==> src/rtl/fwd_pkg.sv <==
package fwd_pkg;
   localparam int CTL_W  = 2;
   localparam int CTL_WR = 1;
   localparam int CTL_LD = 0;

   typedef enum logic [1:0] {
      SEL_RF  = 2'b00,
      SEL_WB  = 2'b01,
      SEL_MEM = 2'b10
   } fwd_sel_e;
endpackage

==> src/rtl/fwd_select.sv <==
module fwd_select
   import fwd_pkg::*;
#(
   parameter int REG_W      = 5,
   parameter bit GATE_LOAD  = 1'b0,
   parameter bit ZERO_FIXED = 1'b1,
   parameter bit USE_WB     = 1'b1
) (
   input  logic [REG_W-1:0] src,
   input  logic [REG_W-1:0] mem_dst,
   input  logic [CTL_W-1:0] mem_ctl,
   input  logic [REG_W-1:0] wb_dst,
   input  logic [CTL_W-1:0] wb_ctl,
   output fwd_sel_e         sel
);
   logic mem_nz, wb_nz, mem_hit, wb_hit, mem_load_ok;

   generate
      if (ZERO_FIXED) begin : g_zero
         assign mem_nz = |mem_dst;
         assign wb_nz  = |wb_dst;
      end else begin : g_nozero
         assign mem_nz = 1'b1;
         assign wb_nz  = 1'b1;
      end

      if (GATE_LOAD) begin : g_gate
         assign mem_load_ok = ~mem_ctl[CTL_LD];
      end else begin : g_nogate
         assign mem_load_ok = 1'b1;
      end
   endgenerate

   always_comb begin
      mem_hit = mem_ctl[CTL_WR] && mem_nz && (mem_dst == src) && mem_load_ok;
      wb_hit  = USE_WB && wb_ctl[CTL_WR] && wb_nz && (wb_dst == src);
      if (mem_hit)     sel = SEL_MEM;
      else if (wb_hit) sel = SEL_WB;
      else             sel = SEL_RF;
   end
endmodule

==> src/rtl/fwd_mux.sv <==
module fwd_mux
   import fwd_pkg::*;
#(
   parameter int DATA_W = 32
) (
   input  fwd_sel_e          sel,
   input  logic [DATA_W-1:0] rf_val,
   input  logic [DATA_W-1:0] mem_val,
   input  logic [DATA_W-1:0] wb_val,
   output logic [DATA_W-1:0] opnd
);
   always_comb begin
      unique case (sel)
         SEL_MEM: opnd = mem_val;
         SEL_WB:  opnd = wb_val;
         default: opnd = rf_val;
      endcase
   end
endmodule

==> src/rtl/fwd_unit.sv <==
module fwd_unit
   import fwd_pkg::*;
#(
   parameter int REG_W      = 5,
   parameter int DATA_W     = 32,
   parameter bit ZERO_FIXED = 1'b1,
   parameter bit ID_WB_FWD  = 1'b1
) (
   input  logic [REG_W-1:0]  ex_src_a,
   input  logic [REG_W-1:0]  ex_src_b,
   input  logic [DATA_W-1:0] ex_rf_a,
   input  logic [DATA_W-1:0] ex_rf_b,
   input  logic [REG_W-1:0]  id_src_a,
   input  logic [REG_W-1:0]  id_src_b,
   input  logic [DATA_W-1:0] id_rf_a,
   input  logic [DATA_W-1:0] id_rf_b,
   input  logic [REG_W-1:0]  mem_dst,
   input  logic [1:0]        mem_wbctl,
   input  logic [DATA_W-1:0] mem_alu_res,
   input  logic [REG_W-1:0]  wb_dst,
   input  logic [1:0]        wb_wbctl,
   input  logic [DATA_W-1:0] wb_value,
   output logic [1:0]        ex_sel_a,
   output logic [1:0]        ex_sel_b,
   output logic [DATA_W-1:0] ex_opnd_a,
   output logic [DATA_W-1:0] ex_opnd_b,
   output logic [1:0]        id_sel_a,
   output logic [1:0]        id_sel_b,
   output logic [DATA_W-1:0] id_opnd_a,
   output logic [DATA_W-1:0] id_opnd_b,
   output logic              id_equal
);
   localparam int N_LANE  = 4;
   localparam int FIRST_ID = 2;

   generate
      if (REG_W < 1 || REG_W > 8) begin : g_bad_reg
         $error("fwd_unit: REG_W out of range");
      end
      if (DATA_W < 1) begin : g_bad_data
         $error("fwd_unit: DATA_W must be positive");
      end
   endgenerate

   logic [REG_W-1:0]  src_v  [N_LANE];
   logic [DATA_W-1:0] rf_v   [N_LANE];
   logic [DATA_W-1:0] opnd_v [N_LANE];
   fwd_sel_e          sel_v  [N_LANE];

   assign src_v[0] = ex_src_a;
   assign src_v[1] = ex_src_b;
   assign src_v[2] = id_src_a;
   assign src_v[3] = id_src_b;
   assign rf_v[0]  = ex_rf_a;
   assign rf_v[1]  = ex_rf_b;
   assign rf_v[2]  = id_rf_a;
   assign rf_v[3]  = id_rf_b;

   generate
      for (genvar i = 0; i < N_LANE; i++) begin : g_lane
         localparam bit IS_ID = (i >= FIRST_ID);
         fwd_select #(
            .REG_W      (REG_W),
            .GATE_LOAD  (IS_ID),
            .ZERO_FIXED (ZERO_FIXED),
            .USE_WB     (IS_ID ? ID_WB_FWD : 1'b1)
         ) u_sel (
            .src     (src_v[i]),
            .mem_dst (mem_dst),
            .mem_ctl (mem_wbctl),
            .wb_dst  (wb_dst),
            .wb_ctl  (wb_wbctl),
            .sel     (sel_v[i])
         );
         fwd_mux #(.DATA_W(DATA_W)) u_mux (
            .sel     (sel_v[i]),
            .rf_val  (rf_v[i]),
            .mem_val (mem_alu_res),
            .wb_val  (wb_value),
            .opnd    (opnd_v[i])
         );
      end
   endgenerate

   assign ex_sel_a  = sel_v[0];
   assign ex_sel_b  = sel_v[1];
   assign id_sel_a  = sel_v[2];
   assign id_sel_b  = sel_v[3];
   assign ex_opnd_a = opnd_v[0];
   assign ex_opnd_b = opnd_v[1];
   assign id_opnd_a = opnd_v[2];
   assign id_opnd_b = opnd_v[3];
   assign id_equal  = (opnd_v[2] == opnd_v[3]);
endmodule

==> config.mk <==
export PLATFORM = sky130hd
export DESIGN_NAME = fwd_unit
export DESIGN_NICKNAME = d
export VERILOG_FILES = /design/src/rtl/fwd_pkg.sv /design/src/rtl/fwd_select.sv /design/src/rtl/fwd_mux.sv /design/src/rtl/fwd_unit.sv
export SDC_FILE = /design/constraint.sdc
export NUM_CORES = 1
export LEC_CHECK = 0
export BUFFER_PORTS_ARGS = -buffer_cell sky130_fd_sc_hd__buf_2
export CAP_MARGIN = 20
export CORE_AREA = 2 2 143 145
export DETAILED_ROUTE_END_ITERATION = 10
export DIE_AREA = 0 0 145 147
export SLEW_MARGIN = 40
export SYNTH_ARGS = -nofsm -noshare
export SYNTH_HDL_FRONTEND = slang
export SYNTH_SLANG_ARGS = --single-unit
==> constraint.sdc <==
create_clock -name vclk -period 5.3
set_input_delay 0.53 -clock vclk [all_inputs]
set_output_delay 0.53 -clock vclk [all_outputs]
set_load 0.05 [all_outputs]
# Yosys cells after proc, flatten, opt, wreduce, memory -nomap -nowiden
# Cells that the tools add are included.
[word_totals] regBits=0 output_inout_bits=137 wordCells=44
[classes] eq_ne=17 mux=12 n_bitwise=1 n_reduce_logical=14
[op_table] cell="one-hot mux 32 bit (2 select lines)" count=4
[op_table] cell="equality test 5 bit" count=8
[op_table] cell="equality test 32 bit" count=1
[op_table] cell="logical AND 1 bit" count=12
[op_table] cell="OR reduction 5 bit" count=2
[op_table] cell="equality test 2 x 1 -> 1 bit, second input constant" count=4
[op_table] cell="equality test 2 bit, second input constant" count=4
[op_table] cell="two-way mux 2 bit" count=4
[op_table] cell="two-way mux 1 bit" count=4
[op_table] cell="inverter 1 bit" count=1

# Depth between registers and ports, before layout
# Gate-level depths: netlist (run 1).
[logic_depth] word_depth=8 depth_mapped=11 depth_no_buf=9

# Cells and area by module
# Synthesis (run 1) repeated with hierarchy kept, for this count alone.
[unflattened] cells_unflattened=581 area_unflattened_um2=3549.7
[by_module_without_submodules] mod="fwd_mux" instances=4 cells_per_inst=113 area_per_inst_um2=636.9 seq_area_each_um2=0.0
[by_module_without_submodules] mod="fwd_unit" instances=1 cells_per_inst=43 area_per_inst_um2=346.6 seq_area_each_um2=0.0
[by_module_without_submodules] mod="fwd_select at g_lane[2].u_sel ..." instances=2 cells_per_inst=22 area_per_inst_um2=168.9 seq_area_each_um2=0.0
[by_module_without_submodules] mod="fwd_select at g_lane[0].u_sel ..." instances=2 cells_per_inst=21 area_per_inst_um2=158.9 seq_area_each_um2=0.0

# Worst setup path before layout (run 1)
# Ideal clock, no wire load.
[synth_path] kind="input to output" start="input wb_dst[0]" end="output id_equal" arrival_time_ps=4369 t_required_ps=4770 setup_slack_ps=401 stages=11 n_path_buf=3 path_cell_list="buf_2 nor4_1 a21bo_2 clkbuf_1 clkbuf_1 o31ai_1 a31oi_1 xor2_1 nor4_1 nand4_1 nor4_2"
[synth_via] elab_chain_len=8 word_cells_on_any_way=17 cone_classes="7 x eq/ne; 6 x mux; 4 x reduce/logical"
[synth_rtl] item="start, declared" line_no="fwd_unit.sv:20" text="input logic [REG_W-1:0] wb_dst,"
[synth_rtl] item="OR reduction 5 bit" line_no="fwd_select.sv:21" text="assign wb_nz = |wb_dst;"
[synth_rtl] item="logical AND 1 bit" line_no="fwd_select.sv:36" text="wb_hit = USE_WB && wb_ctl[CTL_WR] && wb_nz && (wb_dst == src);"
[synth_rtl] item="logical AND 1 bit *" line_no="fwd_select.sv:36"
[synth_rtl] item="two-way mux 1 bit *" line_no="fwd_select.sv:38" text="else if (wb_hit) sel = SEL_WB;"
[synth_rtl] item="two-way mux 2 bit *" line_no="fwd_select.sv:37" text="if (mem_hit) sel = SEL_MEM;"
[synth_rtl] item="equality test 2 x 1 -> 1 bit / equality test 2 bit (equally long branches)" line_no="fwd_mux.sv:13" text="unique case (sel)"
[synth_rtl] item="one-hot mux 32 bit (2 select lines) *" line_no="fwd_mux.sv:13"
[synth_rtl] item="named net id_opnd_a[20]" line_no="fwd_unit.sv:29" text="output logic [DATA_W-1:0] id_opnd_a,"
[synth_rtl] item="equality test 32 bit *" line_no="fwd_unit.sv:93" text="assign id_equal = (opnd_v[2] == opnd_v[3]);"
[synth_rtl] item="end, declared" line_no="fwd_unit.sv:31" text="output logic id_equal"
# The timed path passes the listed nets; every way through them passes the cells marked *.

# Worst setup path after layout (run 1)
[layout_path] start="input mem_dst[3]" end="output id_equal"
[layout_via] elab_chain_len=8 word_cells_on_any_way=17 cone_classes="7 x eq/ne; 4 x mux; 6 x reduce/logical"
[layout_rtl] item="start, declared" line_no="fwd_unit.sv:17" text="input logic [REG_W-1:0] mem_dst,"
[layout_rtl] item="OR reduction 5 bit" line_no="fwd_select.sv:20" text="assign mem_nz = |mem_dst;"
[layout_rtl] item="logical AND 1 bit (3 in series)" line_no="fwd_select.sv:35" text="mem_hit = mem_ctl[CTL_WR] && mem_nz && (mem_dst == src) && mem_load_ok;"
[layout_rtl] item="two-way mux 2 bit" line_no="fwd_select.sv:37"
[layout_rtl] item="equality test 2 x 1 -> 1 bit / equality test 2 bit (equally long branches)" line_no="fwd_mux.sv:13"
[layout_rtl] item="one-hot mux 32 bit (2 select lines)" line_no="fwd_mux.sv:13"
[layout_rtl] item="equality test 32 bit *" line_no="fwd_unit.sv:93"
# Every way passes the cells marked *; elsewhere a longest branch is shown, timed or not.

==> results of run 1 <==
==> kinds of logic (layout without fill, tap and decap cells) <==
family                    Yosys count  after routing
muxes                              64             64
and+or+nand+nor                   239            239
xor gates and xnor gates           72             72
AOI/OAI and AO/OA                 192            192
buffers and inverters             114            412
==> Yosys cell counts <==
cell      count  area share (%)
a21bo_2       1            0.24
a21boi_1      1            0.18
a21oi_1      24             2.9
a31oi_1      52             7.8
buf_1         2            0.18
buf_2        24             2.9
buf_4         6             1.1
buf_6         2            0.54
clkbuf_1     52             4.7
inv_1        27             2.4
inv_2         1           0.090
mux2i_1      64              15
nand2_1      87             7.8
nand3_1       8            0.96
nand4_1      28             4.2
nor2_1       23             2.1
nor2b_1       2            0.30
nor3_1        3            0.36
nor4_1       55             8.2
nor4_2        3            0.90
o211ai_2      1            0.30
o21ai_0      65             7.8
o31ai_1      48             8.6
or2_2         1            0.15
or3_1         4            0.60
or4_1        24             4.3
or4_4         1            0.27
xnor2_1      35             7.3
xor2_1       37             7.7
==> through the flow <==
| stage | cell area (sq um) | cells | power, W | hold WS [ns] |
|---|---|---|---|---|
| 2_1_floorplan | 4188 | 681 | 0.0004908 | 1.350 |
| 3_3_place_gp | 6191 | 1249 | 0.0007655 | 1.485 |
| 3_5_place_dp | 6191 | 1249 | 0.0007684 | 1.489 |
| 4_1_cts | 6191 | 1249 | 0.0007707 | 1.490 |
| 5_1_grt | 6191 | 1249 | 0.0008178 | 1.517 |
| 6_report | 6191 | 1249 | 0.0007730 | 1.490 |
==> power by group through the flow <==
stage,combinational (W),clock (W),sequential (W)
final,0.000773,0,0
after global routing,0.000818,0,0
after CTS,0.000771,0,0
after detailed placement,0.000768,0,0
after global placement,0.000765,0,0
after floorplan,0.000491,0,0
==> per-layer routing <==
layer | up-vias | share of wire, %
met5 | - | 0.050
met4 | 2 | 1.1
met3 | 20 | 8.5
met2 | 381 | 48
met1 | 3099 | 42
li1 | 3150 | -
==> final timing paths <==
check | startpoint | endpoint | slack (ns)
worst max-delay path | mem_dst[3] | id_equal | 0.63
worst min-delay path | id_rf_b[6] | id_opnd_b[6] | 1.49
==> layout by cell type (no fill, tap or decap), drive strengths merged <==
master,netlist,final
o31ai,48,48
nor4,58,58
nand4,28,28
nand3,8,8
or2,1,1
or4,25,25
nor2b,2,2
or3,4,4
a21bo,1,1
o21ai,65,65
inv,28,28
a21boi,1,1
xor2,37,37
nor2,23,23
nand2,87,87
mux2i,64,64
a21oi,24,24
xnor2,35,35
nor3,3,3
a31oi,52,52
buf,34,384
o211ai,1,1
==> layout make-up <==
type | instances | area (sq um)
Tap cell | 270 | 337.8
Timing Repair Buffer | 384 | 1989
Inverter | 28 | 105.1
Fill cell | 2216 | 13650
Multi-Input combinational cell | 567 | 3759
==> impl_metrics.py, run 1 <==
metrics = {
    "sta": {
        "worst_pin_slew_ns": 0.8635,
        "setup_viol": 0,
        "min_period_ns": 4.670,
        "slew_violations": 0,
        "maxSlewHeadroom_pct": 42.29,
        "timing.final.ws_setup_ns": 0.6302,
        "period_share_pct": 88.11,
        "tns_ns": 0,
        "clock.fmax_mhz": 214.1,
        "rsz0062_at_grt": "no",
        "final_hold_viol_count": 0,
    },
    "layout": {
        "fin_util_pct": 31.20,
        "area.growth.synth_to_final_pct": 47.83,
        "seq_area_sq_um": 0,
        "final_layout_size_suffix_gt1_share_pct": 40.86,
        "clkbuf_count": 0,
        "n_sequential_cell": 0,
        "antenna_cells": 0,
        "finalNetCount": 1207,
    },
    "logic_synthesis": {
        "synth_mux_area_share_pct": 15.30,
        "synthXorXnorAreaFrac_pct": 15.06,
        "syn-cell-area_sq_um": 4188,
        "syn-num-nets": 907,
        "yosysUniqueCellTypes": 29,
        "synth-seq-area-share_pct": 0,
        "ys_warn_count": 0,
        "synth_compound_gate_area_share_pct": 27.73,
        "synthAdderAreaFrac_pct": 0,
        "synthSimpleGateAreaFrac_pct": 30.09,
        "synth_top_family_by_area": "simple AND/OR/NAND/NOR gates",
        "synth_cells": 681,
        "synth.avg_cell_area_sq_um": 6.149,
    },
    "grt": {
        "met3_usage_pct": 3.913,
        "antenna_found_initial": 2,
        "gr-usage-all-layers_pct": 22.55,
        "grt_pass1_vias": 6301,
        "met1_usage_pct": 29.92,
        "overflow": 0,
        "use_met2_pct": 39.60,
        "top_usage_layer": "met2",
        "grt_max_degree": 76,
        "grt_first_pass_wirelength_um": 38310,
    },
    "place": {
        "place_hpwl_um": 20080,
        "port_buffers": 362,
        "gp_congestion": 0.9203,
        "pre_cts_ws_ns": 0.5743,
    },
    "critical_path": {
        "worstSetupStartpointType": "input pin",
        "critPathArrivalTime_ns": 4.14,
        "crit_path_max_fanout": 49,
        "slowest_stage": "or4_4",
        "critPathBufInv": 3,
        "cp_num_cells": 11,
        "critPathMostFrequentCell": "buf_2",
        "required_ns": 4.77,
        "crit_type": "input pin to primary output",
        "cpPeakStageDelay_ns": 0.56,
        "critical_path.cell_chain": "buf_2, or4_4, o211ai_4, buf_4, or3_2, a31oi_1, xor2_1, nor4_1, nand4_1, nor4_2, buf_2",
        "critPathCaptureType": "primary output",
        "path_delay_family": "simple AND/OR/NAND/NOR gates",
    },
    "detailed_routing": {
        "post_drt_wl_per_cell_um": 20.71,
        "drc_errors": 0,
        "antenna_left": 0,
        "via_per_inst": 5.326,
        "routed_wl_um": 25860,
        "firstDrtPassIters": 5,
        "vias": 6652,
        "drt-initial-drc-count": 592,
    },
    "floorplan": {
        "dieArea_sq_um": 21320,
        "ioPinCount": 363,
        "die_x_um": 145,
        "placementRows": 52,
        "core_sq_um": 19840,
        "die_h_um": 147,
        "start_util_pct": 21.10,
    },
    "clock_tree": {
        "hold_buffers": 0,
        "cts_resized": 0,
        "cts_setup_buffers": 0,
    },
    "power_and_ir_drop": {
        "power_frac_seq_pct": 0,
        "power.leakage_nw": 2.542,
        "pwr-share-clk_pct": 0,
        "p_sw_share_pct": 73.22,
        "power_density_nw_per_um2": 124.9,
        "intPower_w": 0.0002070,
        "comb_power_share_pct": 100.0,
        "switching_power_w": 0.0005660,
        "irDropWorstVdd_mv": 0.03737,
    },
    "worst_hold_path": {
        "holdPathStages": 4,
        "worstHoldPathType": "input pin to primary output",
    },
    "run_status": {
        "status": "complete, no violations",
    },
    "flow_run": {
        "max-cap-violations": 0,
    },
}
Note: power is estimated with default switching activity, not from simulation.
==> run 2: changes to the inputs <==
--- a/config.mk
+++ b/config.mk
@@ -5,11 +5,11 @@
 export SDC_FILE = /design/constraint.sdc
 export NUM_CORES = 1
 export LEC_CHECK = 0
-export BUFFER_PORTS_ARGS = -buffer_cell sky130_fd_sc_hd__buf_2
 export CAP_MARGIN = 20
-export CORE_AREA = 2 2 143 145
+export CORE_AREA = 3 3 140 142
 export DETAILED_ROUTE_END_ITERATION = 10
-export DIE_AREA = 0 0 145 147
+export DIE_AREA = 0 0 143 145
+export DONT_BUFFER_PORTS = 1
 export SLEW_MARGIN = 40
 export SYNTH_ARGS = -nofsm -noshare
 export SYNTH_HDL_FRONTEND = slang
==> run 2 against run 1 <==
- total power down 9.8%
- critical path depth unchanged
- first-iteration DRC count down 16%
- routed wire length up 0.39%
- combinational power down 9.8%
- largest power group unchanged
- largest cell class unchanged
- final area down 13%
- clock-buffer cell count unchanged
- sequential share of layout area unchanged
- global-route usage about the same
- highest routed layer is now met4
- flip-flop and latch count unchanged
==> impl_metrics.py, run 2 (synthesis results as in run 1) <==
metrics = {
    "run_status": {
        "status": "complete, no violations",
    },
    "sta": {
        "min_period_ns": 4.757,
        "rsz0062_at_grt": "no",
        "final_hold_viol_count": 0,
        "tns_ns": 0,
        "setup_viol": 0,
        "slew_violations": 0,
        "timing.final.ws_setup_ns": 0.5429,
        "worst_pin_slew_ns": 0.7543,
        "clock.fmax_mhz": 210.2,
        "period_share_pct": 89.76,
        "maxSlewHeadroom_pct": 49.71,
    },
    "grt": {
        "antenna_found_initial": 0,
        "grt_pass1_vias": 5638,
        "grt_max_degree": 47,
        "grt_first_pass_wirelength_um": 36390,
        "gr-usage-all-layers_pct": 22.52,
        "overflow": 0,
    },
    "detailed_routing": {
        "firstDrtPassIters": 5,
        "antenna_left": 0,
        "routed_wl_um": 25970,
        "via_per_inst": 6.056,
        "drc_errors": 0,
        "drt-initial-drc-count": 500,
        "post_drt_wl_per_cell_um": 26.39,
        "vias": 5959,
    },
    "place": {
        "place_inst": 984,
        "port_buffers": 0,
        "pre_cts_ws_ns": 0.6452,
        "gp_congestion": 0.9062,
        "place_hpwl_um": 20900,
    },
    "worst_hold_path": {
        "worstHoldPathType": "input pin to primary output",
    },
    "critical_path": {
        "critPathArrivalTime_ns": 4.23,
        "crit_type": "input pin to primary output",
        "critPathCaptureType": "primary output",
        "required_ns": 4.77,
        "slowest_stage": "a21bo_2",
        "worstSetupStartpointType": "input pin",
        "critPathMostFrequentCell": "buf_4",
        "critical_path.cell_chain": "nor4_1, a21bo_2, buf_4, o31ai_1, a31oi_1, xor2_1, nor4_1, buf_4, nand4_1, nor4_2, buf_4",
        "cpPeakStageDelay_ns": 0.64,
        "crit_path_max_fanout": 46,
    },
    "layout": {
        "layout_common_cells": "buf_4, nand2_1, mux2i_1",
        "n_fill_cell": 2066,
        "clkbuf_count": 0,
        "finalNetCount": 978,
        "fin_util_pct": 28.92,
        "multi_input_area_sq_um": 3812,
        "antenna_cells": 0,
        "layout_commonest_cell": "buf_4",
        "seq_area_sq_um": 0,
        "n_sequential_cell": 0,
        "fin_cells": 984,
        "final_layout_size_suffix_gt1_share_pct": 24.27,
        "area.growth.synth_to_final_pct": 28.32,
    },
    "power_and_ir_drop": {
        "power.leakage_nw": 1.761,
        "power_density_nw_per_um2": 129.8,
        "irDropWorstVdd_mv": 0.04729,
    },
    "flow_run": {
        "max-cap-violations": 0,
    },
    "floorplan": {
        "ioPinCount": 363,
        "dieArea_sq_um": 20740,
        "die_h_um": 145,
        "die_x_um": 143,
        "placementRows": 50,
        "start_util_pct": 22.54,
        "core_sq_um": 18580,
    },
    "clock_tree": {
        "hold_buffers": 0,
        "cts_setup_buffers": 0,
        "cts_resized": 0,
    },
}
[run 2: changes by cell type in the layout (fill, tap and decap cells not counted), moves of 4 or more]
| cell | previous run | this run |
|---|---|---|
| buf_2 | 362 | 0 |
| buf_4 | 21 | 155 |
| o21ai_0 | 65 | 1 |
| o21ai_1 | 0 | 60 |
| o21ai_2 | 0 | 4 |
[run 2: power breakdown]
group / switching [W] / internal [W] / leakage, nW / total (W)
clock network: 0 / 0 / 0 / 0
logic: 0.000503 / 0.000195 / 1.76 / 0.000697
registers: 0 / 0 / 0 / 0
[run 2: area by class of cell]
type	count	share of cell area [%]
repair buffers	155	21.65
inverters	28	1.956
well taps	234	5.448
multi-input cells	567	70.94
[run 2: layer usage]
metal | track usage, % | up-vias | wire length (um)
met1 | 30.04 | 2773 | 10650
met2 | 38.58 | 456 | 12260
li1 | - | 2692 | -
met3 | 4.054 | 38 | 2675
met5 | 0 | - | 0
met4 | 3.042 | 0 | 376
[run 2: stage by stage]
step / cell area (sq um) / power (W) / hold WS, ns
floorplan: 4188 / 0.0004908 / 1.350
global placement: 5333 / 0.0006857 / 1.325
detailed placement: 5371 / 0.0006915 / 1.285
CTS: 5371 / 0.0006928 / 1.288
global route: 5374 / 0.0007248 / 1.294
finish: 5374 / 0.0006973 / 1.286
[run 2: worst max-delay path: cells and delay by family]
family,cells,cell delay [ns]
AND/OR/NAND/NOR,4,1.49
buffers and inverters,3,0.99
XOR/XNOR,1,0.12
AO/OA/AOI/OAI,3,1.08
[run 2: worst paths after layout]
kind / from / endpoint / depth (start not counted)
worst max-delay path: wb_dst[0] / id_equal / 11
worst min-delay path: mem_alu_res[20] / ex_opnd_b[20] / 2
